--- config.mk ---
export PLATFORM = sky130hd
export DESIGN_NAME = tmr8_wavegen
export DESIGN_NICKNAME = d
export VERILOG_FILES = /design/src/rtl/tmr8_pkg.sv /design/src/rtl/tmr8_counter.sv /design/src/rtl/tmr8_channel.sv /design/src/rtl/tmr8_wavegen.sv
export SDC_FILE = /design/constraint.sdc
export NUM_CORES = 1
export LEC_CHECK = 0
export ABC_AREA = 1
export ABC_CLOCK_PERIOD_IN_PS = 3200
export BUFFER_PORTS_ARGS = -buffer_cell sky130_fd_sc_hd__buf_2
export CAP_MARGIN = 15
export CELL_PAD_IN_SITES_DETAIL_PLACEMENT = 0
export CELL_PAD_IN_SITES_GLOBAL_PLACEMENT = 1
export CORE_MARGIN = 1
export CORE_UTILIZATION = 35
export CTS_CLUSTER_DIAMETER = 50
export DETAILED_ROUTE_END_ITERATION = 8
export PLACE_DENSITY_LB_ADDON = 0.1
export SLEW_MARGIN = 20
export SYNTH_ARGS = -nofsm -noshare
export SYNTH_HDL_FRONTEND = slang
export SYNTH_SLANG_ARGS = --single-unit
--- constraint.sdc ---
create_clock -name clk_i -period 3.2 [get_ports clk_i]
set_input_delay 0.48 -clock clk_i [delete_from_list [all_inputs] [get_ports clk_i]]
set_output_delay 0.48 -clock clk_i [all_outputs]
set_load 0.01 [all_outputs]
--- src/rtl/tmr8_pkg.sv ---
package tmr8_pkg;
  typedef enum logic [1:0] {SEQ_NORMAL, SEQ_CTC, SEQ_FAST, SEQ_PHASE} seq_e;

  typedef struct packed {
    seq_e seq;
    logic top_a;
  } mode_t;

  localparam logic [1:0] COM_OFF = 2'b00;
  localparam logic [1:0] COM_TGL = 2'b01;
  localparam logic [1:0] COM_CLR = 2'b10;
  localparam logic [1:0] COM_SET = 2'b11;

  localparam logic [2:0] A_CTRL = 3'd0;
  localparam logic [2:0] A_CMP0 = 3'd1;
  localparam logic [2:0] A_CNT  = 3'd3;
  localparam logic [2:0] A_STRB = 3'd4;

  function automatic mode_t decode_mode(input logic [2:0] code);
    mode_t m;
    m.seq   = SEQ_NORMAL;
    m.top_a = 1'b0;
    case (code)
      3'd1: m.seq = SEQ_PHASE;
      3'd2: begin m.seq = SEQ_CTC;   m.top_a = 1'b1; end
      3'd3: m.seq = SEQ_FAST;
      3'd5: begin m.seq = SEQ_PHASE; m.top_a = 1'b1; end
      3'd7: begin m.seq = SEQ_FAST;  m.top_a = 1'b1; end
      default: m.seq = SEQ_NORMAL;
    endcase
    return m;
  endfunction

  function automatic logic is_pwm(input seq_e s);
    return (s == SEQ_FAST) || (s == SEQ_PHASE);
  endfunction
endpackage

--- src/rtl/tmr8_counter.sv ---
module tmr8_counter
  import tmr8_pkg::*;
#(
  parameter int W = 8
) (
  input  logic         clk_i,
  input  logic         rst_ni,
  input  logic         tick_i,
  input  seq_e         seq_i,
  input  logic [W-1:0] top_i,
  input  logic         load_i,
  input  logic [W-1:0] load_val_i,
  output logic [W-1:0] cnt_o,
  output logic         down_o,
  output logic         at_top_o,
  output logic         ovf_o
);
  localparam logic [W-1:0] MAXV = {W{1'b1}};
  localparam logic [W-1:0] ONE  = W'(1);

  logic [W-1:0] cnt_q, cnt_d;
  logic         down_q, down_d, ovf_hit;

  assign at_top_o = (cnt_q == top_i);

  always_comb begin
    cnt_d   = cnt_q;
    down_d  = (seq_i == SEQ_PHASE) ? down_q : 1'b0;
    ovf_hit = 1'b0;
    if (load_i) begin
      cnt_d = load_val_i;
    end else if (tick_i) begin
      case (seq_i)
        SEQ_NORMAL: begin
          cnt_d   = cnt_q + ONE;
          ovf_hit = (cnt_q == MAXV);
        end
        SEQ_CTC: begin
          cnt_d   = at_top_o ? '0 : cnt_q + ONE;
          ovf_hit = (cnt_q == MAXV);
        end
        SEQ_FAST: begin
          cnt_d   = at_top_o ? '0 : cnt_q + ONE;
          ovf_hit = at_top_o;
        end
        SEQ_PHASE: begin
          ovf_hit = (cnt_q == '0);
          if (!down_q) begin
            if (cnt_q >= top_i) begin
              down_d = (cnt_q != '0);
              cnt_d  = (cnt_q == '0) ? '0 : cnt_q - ONE;
            end else begin
              cnt_d = cnt_q + ONE;
            end
          end else if (cnt_q == '0) begin
            down_d = 1'b0;
            cnt_d  = (top_i == '0) ? '0 : ONE;
          end else begin
            cnt_d = cnt_q - ONE;
          end
        end
        default: cnt_d = cnt_q;
      endcase
    end
  end

  always_ff @(posedge clk_i or negedge rst_ni) begin
    if (!rst_ni) begin
      cnt_q  <= '0;
      down_q <= 1'b0;
      ovf_o  <= 1'b0;
    end else begin
      cnt_q  <= cnt_d;
      down_q <= down_d;
      ovf_o  <= ovf_hit;
    end
  end

  assign cnt_o  = cnt_q;
  assign down_o = down_q;
endmodule

--- src/rtl/tmr8_channel.sv ---
module tmr8_channel
  import tmr8_pkg::*;
#(
  parameter int W = 8
) (
  input  logic         clk_i,
  input  logic         rst_ni,
  input  seq_e         seq_i,
  input  logic [1:0]   com_i,
  input  logic         wr_i,
  input  logic [W-1:0] wdata_i,
  input  logic         force_i,
  input  logic         tick_i,
  input  logic         load_i,
  input  logic [W-1:0] cnt_i,
  input  logic         down_i,
  input  logic         at_top_i,
  output logic [W-1:0] buf_o,
  output logic [W-1:0] act_o,
  output logic         hit_o,
  output logic         wave_o
);
  logic [W-1:0] buf_q, act_q;
  logic         wave_q, wave_d, match, step;

  assign step  = tick_i && !load_i;
  assign match = step && (cnt_i == act_q);

  always_comb begin
    wave_d = wave_q;
    case (seq_i)
      SEQ_FAST: begin
        if (match && com_i == COM_CLR) wave_d = 1'b0;
        if (match && com_i == COM_SET) wave_d = 1'b1;
        // wrap to bottom overrides a coincident match
        if (step && at_top_i && com_i == COM_CLR) wave_d = 1'b1;
        if (step && at_top_i && com_i == COM_SET) wave_d = 1'b0;
      end
      SEQ_PHASE: begin
        if (match && com_i == COM_CLR) wave_d = down_i;
        if (match && com_i == COM_SET) wave_d = !down_i;
      end
      default: begin
        if (match || force_i) begin
          case (com_i)
            COM_TGL: wave_d = !wave_q;
            COM_CLR: wave_d = 1'b0;
            COM_SET: wave_d = 1'b1;
            default: wave_d = wave_q;
          endcase
        end
      end
    endcase
  end

  always_ff @(posedge clk_i or negedge rst_ni) begin
    if (!rst_ni) begin
      buf_q  <= '0;
      act_q  <= '0;
      hit_o  <= 1'b0;
      wave_q <= 1'b0;
    end else begin
      if (wr_i) buf_q <= wdata_i;
      if (!is_pwm(seq_i))            act_q <= wr_i ? wdata_i : buf_q;
      else if (step && at_top_i)     act_q <= buf_q;
      hit_o  <= match;
      wave_q <= wave_d;
    end
  end

  assign buf_o  = buf_q;
  assign act_o  = act_q;
  assign wave_o = (com_i != COM_OFF) && wave_q;
endmodule

--- src/rtl/tmr8_wavegen.sv ---
module tmr8_wavegen
  import tmr8_pkg::*;
#(
  parameter int W = 8
) (
  input  logic         clk_i,
  input  logic         rst_ni,
  input  logic         we_i,
  input  logic [2:0]   addr_i,
  input  logic [W-1:0] wdata_i,
  output logic [W-1:0] rdata_o,
  input  logic         tick_i,
  output logic         wave_a_o,
  output logic         wave_b_o,
  output logic         ovf_o,
  output logic         cmp_a_o,
  output logic         cmp_b_o
);
  localparam int NCH = 2;

  logic [W-1:0]           ctrl_q;
  logic [NCH-1:0][W-1:0]  buf_w, act_w;
  logic [NCH-1:0]         hit_w, wave_w;
  logic [W-1:0]           cnt_w, top_w;
  logic                   down_w, at_top_w, load_w;
  mode_t                  mode_w;
  seq_e                   seq_w;

  assign mode_w = decode_mode(ctrl_q[2:0]);
  assign seq_w  = mode_w.seq;
  assign top_w  = mode_w.top_a ? act_w[0] : {W{1'b1}};
  assign load_w = we_i && (addr_i == A_CNT);

  always_ff @(posedge clk_i or negedge rst_ni) begin
    if (!rst_ni)                          ctrl_q <= '0;
    else if (we_i && addr_i == A_CTRL)    ctrl_q <= wdata_i;
  end

  tmr8_counter #(.W(W)) u_cnt (
    .clk_i, .rst_ni, .tick_i,
    .seq_i(seq_w), .top_i(top_w),
    .load_i(load_w), .load_val_i(wdata_i),
    .cnt_o(cnt_w), .down_o(down_w), .at_top_o(at_top_w), .ovf_o(ovf_o)
  );

  for (genvar c = 0; c < NCH; c++) begin : g_ch
    tmr8_channel #(.W(W)) u_ch (
      .clk_i, .rst_ni,
      .seq_i(seq_w),
      .com_i(ctrl_q[3+2*c +: 2]),
      .wr_i(we_i && addr_i == A_CMP0 + 3'(c)),
      .wdata_i,
      .force_i(we_i && addr_i == A_STRB && wdata_i[c]),
      .tick_i, .load_i(load_w),
      .cnt_i(cnt_w), .down_i(down_w), .at_top_i(at_top_w),
      .buf_o(buf_w[c]), .act_o(act_w[c]),
      .hit_o(hit_w[c]), .wave_o(wave_w[c])
    );
  end

  always_comb begin
    rdata_o = '0;
    case (addr_i)
      A_CTRL:          rdata_o = ctrl_q;
      A_CMP0:          rdata_o = buf_w[0];
      A_CMP0 + 3'd1:   rdata_o = buf_w[1];
      A_CNT:           rdata_o = cnt_w;
      default:         rdata_o = '0;
    endcase
  end

  assign wave_a_o = wave_w[0];
  assign wave_b_o = wave_w[1];
  assign cmp_a_o  = hit_w[0];
  assign cmp_b_o  = hit_w[1];
endmodule

==> results.py <==
metrics = {
    "setup_path": {
        "slowest_delay_ns": 0.39,
        "cp_max_fo": 7,
        "cpMostUsedCell": "nand2_1",
        "rrSetupSlack_ns": 0.50,
        "r2r-end": "u_cnt.cnt_o[6]",
        "cp-start-kind": "register",
        "critPathCaptureType": "register",
        "crit_path_start": "ctrl_q[0]",
        "cp_slowest_cell": "dfrtp_1",
        "cp.arrival_ns": 2.97,
        "crit_end": "u_cnt.cnt_o[6]",
        "worst_r2r_path_depth": 17,
        "critPathRequiredTime_ns": 3.47,
        "reg2reg_from": "ctrl_q[0]",
        "criticalPathCategory": "register to register",
        "crit_path_cell_trace": "inv_1 > nand3_1 > o21ai_0 > inv_1 > nor2_1 > ha_1 > nand2_1 > nor2_1 > nand2_1 > inv_1 > o21ai_0 > inv_1 > nand2_1 > nand3_1 > o21ai_0 > nand2_1 > nand2_1",
    },
    "routing": {
        "wire_per_inst_um": 18.61,
        "post_drt_via_cell_ratio": 5.163,
        "post-route-drc-count": 0,
        "vias": 3619,
        "finalWirelength_mm": 13.04,
        "drtPass1Iterations": 4,
        "drt_iter0_markers": 230,
        "ant_nets": 0,
    },
    "logic_synthesis": {
        "synth_enable_flop_cells": 0,
        "synth_cell_types": 42,
        "async_flop_share": 1.000,
        "ys_seq_area_frac": 0.3571,
        "synth_top_cell_by_area": "dfrtp_1",
        "synth_nets": 564,
        "yosysWarningCount": 0,
        "synth_area_sq_um": 3784,
        "ys_ff_latch": 54,
        "avgSynthCellArea_sq_um": 7.072,
        "synth.top_cell.area_share": 0.3571,
        "ys.flop_type": "dfrtp_1",
        "netlist_top_cells_area": "dfrtp_1 (36%), nand2_1 (16%), inv_1 (7.0%)",
        "netlist_instances": 535,
    },
    "clocking": {
        "post_cts_buffers": 0,
        "clk_path_buf_depth": 2,
        "clock-sinks": 54,
        "clk_latency_ns": 0.33,
        "clk_pin_slew_ns": 0.12,
        "cts_tree": "yes",
        "post_cts_resized": 0,
        "cts_buffers": 5,
        "htreeDepth": 2,
        "ctsHoldBuffers": 0,
        "clockRootBuffer": "clkbuf_8",
    },
    "layout": {
        "fin_cells": 701,
        "nets": 593,
        "drive_above_1_share": 0.1097,
        "antenna_cells": 0,
        "synthToLayoutAreaGrowth_pct": 10.15,
    },
    "global_routing": {
        "grt_pass1_vias": 3656,
        "antenna_found_initial": 0,
        "grt_usage": 0.2496,
        "grt_overflow": 0,
        "grt_max_degree": 29,
        "grt_pass1_wl_mm": 20.84,
    },
    "placed_design": {
        "place_inst": 693,
        "dp_hpwl_mm": 10.01,
        "port_buffers": 27,
        "gp_congestion": 0.8371,
    },
    "sta": {
        "setup_viol": 0,
        "hold-worst-slack_ns": 0.1786,
        "rsz0062_at_grt": "no",
        "fin_crit_ns": 2.703,
        "max_slew_margin": 0.5326,
        "fmax_ghz": 0.3699,
        "fin_tns_setup_ns": 0,
        "post-route-period-util": 0.8448,
        "tightest_slew_ns": 0.7011,
        "drv_slew": 0,
        "fin_skew_ns": 0.01003,
        "final_hold_viol_count": 0,
    },
    "power": {
        "leakage_nw": 2.189,
        "peakVddDrop_mv": 0.2691,
        "p_per_area_nw_per_um2": 636.5,
    },
    "die": {
        "rows": 37,
        "die-area_sq_um": 11230,
        "dieHeight_um": 106.0,
        "initial_core_util": 0.3632,
        "ioPinCount": 28,
        "die_w_um": 106.0,
        "core_area_sq_um": 10420,
    },
    "hold_path": {
        "hold_path.class": "primary input to async pin",
    },
    "status": {
        "outcome": "finished clean",
    },
    "job": {
        "maxCapViolCount": 0,
    },
}
cell type report:
class                      instances  area, sq um
fill                            1122         6248
multi-input combinational        391         2067
sequential                        54         1351
inverter                          78        292.8
timing repair buffer              34        187.7
tap                              136        170.2
clock buffer                       6        82.58
clock inverter                     2        16.27
per-stage QoR:
| step | cell area, sq um | total power [mW] | setup slack, ns | util |
|---|---|---|---|---|
| 6_report | 4168 | 2.653 | 0.4968 | 0.4001 |
| 3_3_place_gp | 4069 | 2.202 | 0.6286 | 0.3906 |
| 4_1_cts | 4168 | 2.655 | 0.5090 | 0.4001 |
| 2_1_floorplan | 3784 | 1.801 | 0.8323 | - |
| 3_5_place_dp | 4069 | 2.207 | 0.5486 | 0.3906 |
| 5_1_grt | 4168 | 2.867 | 0.1875 | 0.4001 |
cell usage in the layout (no fill, tap or decap), types with 2 or more instances in the layout:
| cell type | n |
|---|---|
| xor2_1 | 7 |
| nand2_2 | 3 |
| a211oi_1 | 2 |
| nor2_1 | 51 |
| nand3b_1 | 2 |
| o211ai_1 | 8 |
| o21ai_1 | 6 |
| clkbuf_8 | 6 |
| inv_1 | 71 |
| inv_2 | 6 |
| buf_2 | 27 |
| xnor2_1 | 7 |
| o221ai_1 | 14 |
| a21oi_2 | 2 |
| ha_1 | 14 |
| nor3_1 | 3 |
| o22ai_1 | 9 |
| a21oi_1 | 14 |
| a221o_1 | 3 |
| buf_4 | 7 |
| nand2_1 | 164 |
| o21ai_0 | 25 |
| nand3_1 | 37 |
| nand4_1 | 6 |
| dfrtp_1 | 54 |
where the power goes:
group,switching [mW],total [mW],internal (mW),leakage (nW)
clock network,0.268,0.447,0.179,0.0478
registers,0.174,1.01,0.836,0.675
logic,0.789,1.20,0.407,1.47
total,1.23,2.65,1.42,2.19
kinds of logic (layout without fill, tap and decap cells):
kind of cell | count (synthesis) | count (layout) | share of synthesized area
xor gates and xnor gates | 14 | 14 | 0.03241
adders and majority gates | 14 | 14 | 0.04630
muxes | 1 | 1 | 0.002976
DFF | 54 | 54 | 0.3571
buffers and inverters | 90 | 120 | 0.09656
AOI/OAI and AO/OA | 87 | 87 | 0.1472
and+or+nand+nor | 275 | 275 | 0.3175
worst max-delay path, delay by kind of cell, from the launching register on:
family | cells | cell delay, ns
fa+ha+maj | 1 | 0.26
buf+inv | 4 | 0.42
compound gates | 3 | 0.52
flops | 1 | 0.39
simple gates | 9 | 1.04
registers in the layout, summed over array words and instances (netlist names):
name / cells
ctrl_q: 8
g_ch.u_ch.buf_o: 16
g_ch.u_ch.hit_o: 2
u_cnt.ovf_o: 1
g_ch.u_ch.act_o: 16
u_cnt.down_o: 1
g_ch.u_ch.wave_q: 2
u_cnt.cnt_o: 8
metal layers:
layer / GRT usage / wire [um] / up-vias
li1: - / - / 1807
met1: 0.3398 / 6232 / 1725
met5: 0 / 0 / -
met2: 0.4048 / 5998 / 68
met4: 0.08333 / 364 / 0
met3: 0.03801 / 447 / 19
worst min-delay path by stage:
stage                                to  depth (start not counted)
finish                   u_cnt.cnt_o[2]                          1
detailed placement  g_ch[0].u_ch.wave_q                          2
global placement    g_ch[0].u_ch.wave_q                          2
floorplan                     ctrl_q[0]                          0
global route             u_cnt.cnt_o[2]                          1
CTS                      u_cnt.cnt_o[2]                          1
synth_stat cells, types with 2 or more instances:
library cell	number
inv_1	71
xnor2_1	7
o221ai_1	14
ha_1	14
a21oi_2	2
xor2_1	7
nand3b_1	2
nand4_1	6
nand3_1	37
a221o_1	3
inv_2	6
nand2_2	3
nand2_1	164
o22ai_1	9
clkbuf_1	5
o21ai_0	25
o211ai_1	8
nor3_1	3
nor2_1	51
o21ai_1	6
buf_2	4
dfrtp_1	54
a211oi_1	2
a21oi_1	14
Note: power is estimated with default switching activity, not from simulation.
